### config.mk
export PLATFORM = sky130hd
export DESIGN_NAME = shared_gpio_ctrl
export DESIGN_NICKNAME = d
export VERILOG_FILES = /design/src/rtl/gpio_pkg.sv /design/src/rtl/gpio_sync.sv /design/src/rtl/gpio_bank.sv /design/src/rtl/gpio_route.sv /design/src/rtl/shared_gpio_ctrl.sv
export SDC_FILE = /design/constraint.sdc
export NUM_CORES = 1
export LEC_CHECK = 0
export BUFFER_PORTS_ARGS = -buffer_cell sky130_fd_sc_hd__clkbuf_2
export CAP_MARGIN = 40
export CORE_MARGIN = 10
export CORE_UTILIZATION = 31
export CTS_CLUSTER_DIAMETER = 30
export DETAILED_ROUTE_END_ITERATION = 16
export GPL_TIMING_DRIVEN = 0
export PLACE_DENSITY_LB_ADDON = 0.25
export SETUP_SLACK_MARGIN = 0.15
export SYNTH_ARGS = -nofsm -noshare
export SYNTH_HDL_FRONTEND = slang
export SYNTH_HIERARCHICAL = 1
export SYNTH_SLANG_ARGS = --single-unit
### constraint.sdc
create_clock -name clk -period 3.1 [get_ports clk]
set_input_delay 0.62 -clock clk [delete_from_list [all_inputs] [get_ports clk]]
set_output_delay 0.62 -clock clk [all_outputs]
set_load 0.1 [all_outputs]
### src/rtl/gpio_pkg.sv
package gpio_pkg;
  typedef enum logic [2:0] {
    REG_OUT  = 3'd0,
    REG_DIR  = 3'd1,
    REG_IN   = 3'd2,
    REG_LVL  = 3'd3,
    REG_FLAG = 3'd4,
    REG_IEN  = 3'd5,
    REG_OWN  = 3'd6,
    REG_MASK = 3'd7
  } gpio_reg_e;
endpackage

### src/rtl/gpio_sync.sv
module gpio_sync #(
  parameter int W = 24
) (
  input  logic         clk,
  input  logic         rst,
  input  logic [W-1:0] d,
  output logic [W-1:0] q
);
  logic [W-1:0] meta;

  always_ff @(posedge clk) begin
    if (rst) begin
      meta <= '0;
      q    <= '0;
    end else begin
      meta <= d;
      q    <= meta;
    end
  end
endmodule

### src/rtl/gpio_bank.sv
module gpio_bank
  import gpio_pkg::*;
#(
  parameter int NPINS   = 24,
  parameter int DW      = 32,
  parameter bit PRIMARY = 1'b1
) (
  input  logic             clk,
  input  logic             rst,
  input  logic             wr,
  input  logic [2:0]       addr,
  input  logic [DW-1:0]    wdata,
  input  logic [NPINS-1:0] sync_in,
  input  logic [NPINS-1:0] own,
  input  logic [NPINS-1:0] ctl_owner,
  input  logic [NPINS-1:0] ctl_mask,
  output logic [NPINS-1:0] out_q,
  output logic [NPINS-1:0] dir_q,
  output logic [NPINS-1:0] flag_q,
  output logic [NPINS-1:0] ien_q,
  output logic [DW-1:0]    rdata,
  output logic             irq
);
  localparam int PAD = DW - NPINS;

  logic [NPINS-1:0] lvl_q;
  logic [NPINS-1:0] clr;
  logic [NPINS-1:0] hit;
  logic [NPINS-1:0] rd_own, rd_mask;
  logic [NPINS-1:0] rd_sel;
  gpio_reg_e        sel;

  assign sel = gpio_reg_e'(addr);

  generate
    if (PRIMARY) begin : g_ctl_rd
      assign rd_own  = ctl_owner;
      assign rd_mask = ctl_mask;
    end else begin : g_ctl_hidden
      assign rd_own  = '0;
      assign rd_mask = '0;
    end
  endgenerate

  assign clr = (wr && sel == REG_FLAG) ? wdata[NPINS-1:0] : '0;
  assign hit = own & ~(sync_in ^ lvl_q);

  always_ff @(posedge clk) begin
    if (rst) begin
      out_q  <= '0;
      dir_q  <= '0;
      lvl_q  <= '0;
      ien_q  <= '0;
      flag_q <= '0;
    end else begin
      if (wr) begin
        case (sel)
          REG_OUT: out_q <= wdata[NPINS-1:0];
          REG_DIR: dir_q <= wdata[NPINS-1:0];
          REG_LVL: lvl_q <= wdata[NPINS-1:0];
          REG_IEN: ien_q <= wdata[NPINS-1:0];
          default: ;
        endcase
      end
      flag_q <= ((flag_q & ~clr) | hit) & own;
    end
  end

  always_comb begin
    case (sel)
      REG_OUT:  rd_sel = out_q;
      REG_DIR:  rd_sel = dir_q;
      REG_IN:   rd_sel = sync_in;
      REG_LVL:  rd_sel = lvl_q;
      REG_FLAG: rd_sel = flag_q;
      REG_IEN:  rd_sel = ien_q;
      REG_OWN:  rd_sel = rd_own;
      default:  rd_sel = rd_mask;
    endcase
  end

  always_ff @(posedge clk) begin
    if (rst) begin
      rdata <= '0;
      irq   <= 1'b0;
    end else begin
      rdata <= {{PAD{1'b0}}, rd_sel};
      irq   <= |(flag_q & ien_q);
    end
  end
endmodule

### src/rtl/gpio_route.sv
module gpio_route
  import gpio_pkg::*;
#(
  parameter int NPINS = 24,
  parameter int DW    = 32
) (
  input  logic             clk,
  input  logic             rst,
  input  logic             wr,
  input  logic [2:0]       addr,
  input  logic [DW-1:0]    wdata,
  input  logic [NPINS-1:0] p_out,
  input  logic [NPINS-1:0] p_dir,
  input  logic [NPINS-1:0] s_out,
  input  logic [NPINS-1:0] s_dir,
  output logic [NPINS-1:0] owner_q,
  output logic [NPINS-1:0] mask_q,
  output logic [NPINS-1:0] pin_o,
  output logic [NPINS-1:0] pin_oe
);
  always_ff @(posedge clk) begin
    if (rst) begin
      owner_q <= '0;
      mask_q  <= '1;
      pin_o   <= '0;
      pin_oe  <= '0;
    end else begin
      if (wr && gpio_reg_e'(addr) == REG_OWN)  owner_q <= wdata[NPINS-1:0];
      if (wr && gpio_reg_e'(addr) == REG_MASK) mask_q  <= wdata[NPINS-1:0];
      pin_o  <= (p_out & ~owner_q) | (s_out & owner_q);
      pin_oe <= ((p_dir & ~owner_q) | (s_dir & owner_q)) & mask_q;
    end
  end
endmodule

### src/rtl/shared_gpio_ctrl.sv
module shared_gpio_ctrl #(
  parameter int NPINS = 24,
  parameter int DW    = 32
) (
  input  logic             clk,
  input  logic             rst,
  input  logic             p_wr,
  input  logic [2:0]       p_addr,
  input  logic [DW-1:0]    p_wdata,
  output logic [DW-1:0]    p_rdata,
  input  logic             s_wr,
  input  logic [2:0]       s_addr,
  input  logic [DW-1:0]    s_wdata,
  output logic [DW-1:0]    s_rdata,
  input  logic [NPINS-1:0] pin_i,
  output logic [NPINS-1:0] pin_o,
  output logic [NPINS-1:0] pin_oe,
  output logic             irq_p,
  output logic             irq_s
);
  logic [NPINS-1:0] sync_in;
  logic [NPINS-1:0] owner_q, mask_q;
  logic [NPINS-1:0] p_out, p_dir, p_flag, p_ien;
  logic [NPINS-1:0] s_out, s_dir, s_flag, s_ien;

  gpio_sync #(.W(NPINS)) u_sync (
    .clk(clk), .rst(rst), .d(pin_i), .q(sync_in)
  );

  gpio_bank #(.NPINS(NPINS), .DW(DW), .PRIMARY(1'b1)) u_pbank (
    .clk(clk), .rst(rst), .wr(p_wr), .addr(p_addr), .wdata(p_wdata),
    .sync_in(sync_in), .own(~owner_q), .ctl_owner(owner_q), .ctl_mask(mask_q),
    .out_q(p_out), .dir_q(p_dir), .flag_q(p_flag), .ien_q(p_ien),
    .rdata(p_rdata), .irq(irq_p)
  );

  gpio_bank #(.NPINS(NPINS), .DW(DW), .PRIMARY(1'b0)) u_sbank (
    .clk(clk), .rst(rst), .wr(s_wr), .addr(s_addr), .wdata(s_wdata),
    .sync_in(sync_in), .own(owner_q), .ctl_owner(owner_q), .ctl_mask(mask_q),
    .out_q(s_out), .dir_q(s_dir), .flag_q(s_flag), .ien_q(s_ien),
    .rdata(s_rdata), .irq(irq_s)
  );

  gpio_route #(.NPINS(NPINS), .DW(DW)) u_route (
    .clk(clk), .rst(rst), .wr(p_wr), .addr(p_addr), .wdata(p_wdata),
    .p_out(p_out), .p_dir(p_dir), .s_out(s_out), .s_dir(s_dir),
    .owner_q(owner_q), .mask_q(mask_q), .pin_o(pin_o), .pin_oe(pin_oe)
  );
endmodule

==> Word-level counts from Yosys, hierarchy flattened <==
Cells that the tools add are included.
{ "word_totals": {"regBits": 450, "inputBits": 98, "output_inout_bits": 114, "elab_cells": 78} }
{ "classes": {"n_eq_ne": 12, "mux": 4, "bitwise_logic": 24, "reduce_logical": 16} }
{ "op_table": {"columns": ["cell", "n"], "rows": [
  ["$and 24x24->24", 13],
  ["$pmux 24 s7", 1],
  ["$pmux 24 s6", 1],
  ["$not 24->24", 5],
  ["$or 24x24->24", 4],
  ["$mux 24", 2],
  ["$reduce_or 24->1", 2],
  ["$xor 24x24->24", 2],
  ["$eq 3x3->1 const B", 6],
  ["$reduce_and 2->1", 8],
  ["$eq 3x2->1 const B", 4],
  ["$eq 3x1->1 const B", 2],
  ["$logic_not 3->1", 2],
  ["$logic_and 1x1->1", 4]
]} }

==> Depth between registers and ports, before layout <==
{ "depth": {"ltp_word": 7, "depth_mapped": 8, "mapped_depth_nobuf": 4} }

==> By module <==
The synthesis kept the hierarchy.
{ "modules_own_cells": {"columns": ["module", "instances", "cells_per_inst", "area_per_inst_um2", "seq_area_each_um2"], "rows": [
  ["gpio_bank (u_pbank)", 1, 827, 6713.9, 2902.8],
  ["gpio_bank (u_sbank)", 1, 754, 6437.4, 2902.8],
  ["gpio_route", 1, 360, 3829.9, 1921.8],
  ["gpio_sync", 1, 101, 1305.0, 960.9],
  ["shared_gpio_ctrl", 1, 24, 90.1, 0.0]
]} }

==> Least setup slack after synthesis <==
Ideal clock, no wire load.
{ "synth_timing": {"kind": "input to register", "startpoint": "input port p_addr[1]", "endpoint": "register u_pbank.rdata[17]", "setup_time_ns": 0.120, "arrival_time_ns": 1.725, "required_time_ns": 2.980, "setup_slack_ns": 1.255, "stages": 6, "path_buffers": 2, "cell_sequence": "buf_2 buf_4 mux2_2 a22oi_1 nor2_1 o31a_1"} }
{ "synth_between": {"elab_chain_cells": 2, "word_cells_on_any_way": 8, "cone_classes": "6 x eq/ne; 1 x mux; 1 x reduce/logical"} }
{ "synth_rtl": {"columns": ["item", "line_no", "text"], "rows": [
  ["start: declaration", "shared_gpio_ctrl.sv:8", "input logic [2:0] p_addr,"],
  ["$eq 3x3->1 (tied with other cells)", "gpio_bank.sv:70", "case (sel)"],
  ["$pmux 24 s7 (*)", "gpio_bank.sv:70", null],
  ["end signal: assignment", "gpio_bank.sv:87", "rdata <= {{PAD{1'b0}}, rd_sel};"],
  ["end: declaration", "gpio_bank.sv:21", "output logic [DW-1:0] rdata,"]
]} }
Every way passes the cells marked *; elsewhere a longest branch is shown, timed or not.
A chain may end at the register's enable or synchronous reset.

==> Worst setup path in the final report <==
{ "layout_timing": {"startpoint": "input port p_addr[2]", "endpoint": "register u_pbank.rdata[13]"} }
The elaborated chain is that of the path after synthesis.

==> run summary <==
Post-CTS Hold Buffers: 0
Vias in the first global route: 16.72k
Largest net degree at the start of global routing: 18
Core Area: 58910 µm²
FMAX: 0.4146 GHz
Ys flop type: dfxtp_1
Final hold vios: 0
Post-DP HPWL: 59.42 mm
FP Rows: 89
Clock buffer depth: 3
Sw Share: 0.2511
Die area: 69420 µm²
DRT Pass-1 Iters: 7
Antenna-violating nets left: 0
Slew HR: 0.4075
Number of port buffers: 177
Worst setup path class: input port to flop
Yosys reg bits: 434
Inserted Clock Buffers: 110
Clk Latency, worst-skew pair: 0.68 ns
Post-Route Skew: 0.05155 ns
Clock tree sinks: 434
Post-synth cell types: 53
Routed wire per std cell: 24.44 µm
Final min period: 2.412 ns
CTS tree: done
Comb power frac: 0.067
Endpoints failing setup: 0
Die Ht: 263.5 µm
Fin Setup TNS: 0 ns
Area Overhead vs Synth: 32.60%
Final period utilization: 0.7781
Initial antenna violation count: 3
RSZ-0062 raised after global routing: no
Vias per cell: 5.192
Fin nets: 2468
Reg power frac: 0.303
Ys async rst share: 0
Worst Max-Slew Pin Slew: 0.8827 ns
EDFF count, synth: 0
Fin. max-slew vios: 0
IO Count: 212
Gpl congestion: 0.9521
Leak pwr: 9.102 nW
Share of cells above drive strength 1: 0.2221
Post-CTS Setup Inserts: 0
CP Capture Type: flop
Mapped cell area: 18380 µm²
Via count: 16.82k
First DRT Iteration DRCs: 1657
Ant diodes: 0
First-pass GRT wire length: 113.7 mm
R2r setup slk: 1.39 ns
Synthesized area per cell: 8.895 µm²
Htree depth: 3
WP data required: 3.57 ns
Cell Pwr Density: 803.5 nW/µm²
CP Launch Type: input port
Int Pwr: 14.66 mW
Total Wirelength: 79.19 mm
Syn Inst Count: 2066
Crit. Startpoint: p_addr[2]
Post-layout util: 0.4136
Synthesis Warnings: 6
Hold WC Path Type: input port to flop
CTS Root Cell: clkbuf_16
VDD IR max: 0.0005131 V
GRT Overall Usage: 0.2182
R2R Path Start: u_sync/q[8]
GR Overflow Total: 0
Initial Util: 0.3120
Post-cts sizing count: 0
# DRC: 0
NetSw: 4.916 mW
Clock group share of total power: 0.630
Max cap viols: 0
Width of the die: 263.5 µm
Sequential share of the synthesized area: 0.4728
Min-delay src: pin_i[7]
CP Max Fanout: 10
Clock slew at reported path FFs: 0.05 ns
Status: complete, no violations
Fillers: 5878
Worst path arrival time: 2.88 ns
-- final timing paths --
path / cells past startpoint / to
min reg2reg: 1 / u_sync/q[21]
max: 6 / u_pbank/rdata[13]
max reg2reg: 3 / u_pbank/rdata[8]
min: 2 / u_sync/meta[7]
-- cell families (layout without fill, tap and decap cells) --
kind of cell,after synthesis,count (layout),synth area share
XOR/XNOR,48,48,0.02288
other,2,16,0.0004087
buffers and inverters,193,580,0.05910
multiplexers,155,155,0.09083
flip-flops,434,434,0.4728
AND/OR/NAND/NOR,784,784,0.1976
AO/OA/AOI/OAI,450,450,0.1564
-- routing by layer --
metal  track usage  vias up  part of all wire
li1              -     7718                 -
met4       0.09739        4             0.037
met1        0.2755     8149              0.42
met3       0.05057      139             0.081
met2        0.3485      813              0.46
met5             0        -           0.00021
-- area by class of cell --
type | instances | area [µm²] | share of cell area
plain buffers | 168 | 992.2 | 0.04072
clock buffers | 136 | 2990 | 0.1227
clock inverters | 73 | 1080 | 0.04431
inverters | 25 | 93.84 | 0.003851
multi-input cells | 1453 | 8655 | 0.3552
flip-flops and latches | 434 | 8688 | 0.3566
well taps | 773 | 967.2 | 0.03969
repair buffers | 178 | 900.9 | 0.03697
-- cell usage in the layout, fill, tap and decap left out, drive strengths merged, types with 3 or more instances in the layout --
cell,netlist,layout
nand2,443,443
dfxtp,434,434
clkbuf,56,369
a21oi,241,241
nor2,133,133
buf,112,113
mux2i,106,106
a22oi,103,103
nor3b,73,73
nor2b,54,54
nand2b,49,49
xnor2,48,48
mux2,44,44
inv,25,35
clkinv,0,35
bufinv,0,20
a22o,19,19
a21o,17,17
a311oi,17,17
conb,2,16
a222oi,13,13
o2bb2ai,10,10
o22a,9,9
clkinvlp,0,8
o21ai,7,7
nand4,7,7
and2,5,5
a211oi,5,5
mux4,5,5
nor3,5,5
a21bo,4,4
nand3,3,3
-- cells in the mapped netlist, types with 3 or more instances --
master / number / share of area
a222oi_1: 13 / 0.0071
mux2_2: 42 / 0.026
buf_6: 14 / 0.0086
o22a_1: 9 / 0.0043
buf_2: 55 / 0.015
nand3_1: 3 / 0.00082
a22oi_1: 103 / 0.042
and2_1: 5 / 0.0017
nor2_1: 131 / 0.027
inv_1: 24 / 0.0049
dfxtp_1: 434 / 0.47
a311oi_1: 17 / 0.0081
buf_4: 41 / 0.017
nand2b_1: 49 / 0.017
mux4_2: 5 / 0.0061
o21ai_0: 7 / 0.0019
nor3b_1: 72 / 0.029
a211oi_1: 5 / 0.0020
a22o_1: 19 / 0.0091
mux2i_1: 106 / 0.058
o2bb2ai_1: 10 / 0.0048
nand2_1: 443 / 0.090
nor2b_1: 53 / 0.018
a21o_1: 17 / 0.0069
xnor2_1: 48 / 0.023
clkbuf_1: 55 / 0.011
a21oi_1: 241 / 0.066
nand4_1: 7 / 0.0024
a21bo_2: 4 / 0.0022
-- stage by stage --
stage          cells  instance area [µm²]  setup WS (ns)  total power [mW]  hold slack [ns]
6_report        3240                24370         0.6878             19.58           0.1599
5_1_grt         3240                24370         0.7848             20.15           0.1659
4_1_cts         3240                24370         0.9042             19.73           0.1259
3_5_place_dp    3031                20300         0.2001             7.325           0.4204
3_3_place_gp    3030                20280         0.1679             7.312           0.4192
2_1_floorplan   2080                18430          1.255             6.809           0.4138
-- worst max-delay path, cell delays in order --
cell and delay (ns):
clkbuf_2 0.12, buf_6 0.14, clkbuf_1 0.45, clkbuf_1 0.65, a22oi_1 0.15, a311oi_1 0.74
-- power by group through the flow --
stage	logic, mW	registers [mW]	clock network [mW]
floorplan	0.656	6.15	0
global placement	1.28	6.03	0
detailed placement	1.30	6.03	0
CTS	1.30	5.93	12.5
global route	1.39	5.93	12.8
finish	1.32	5.93	12.3
No activity file was read; power rests on OpenSTA's default activity.
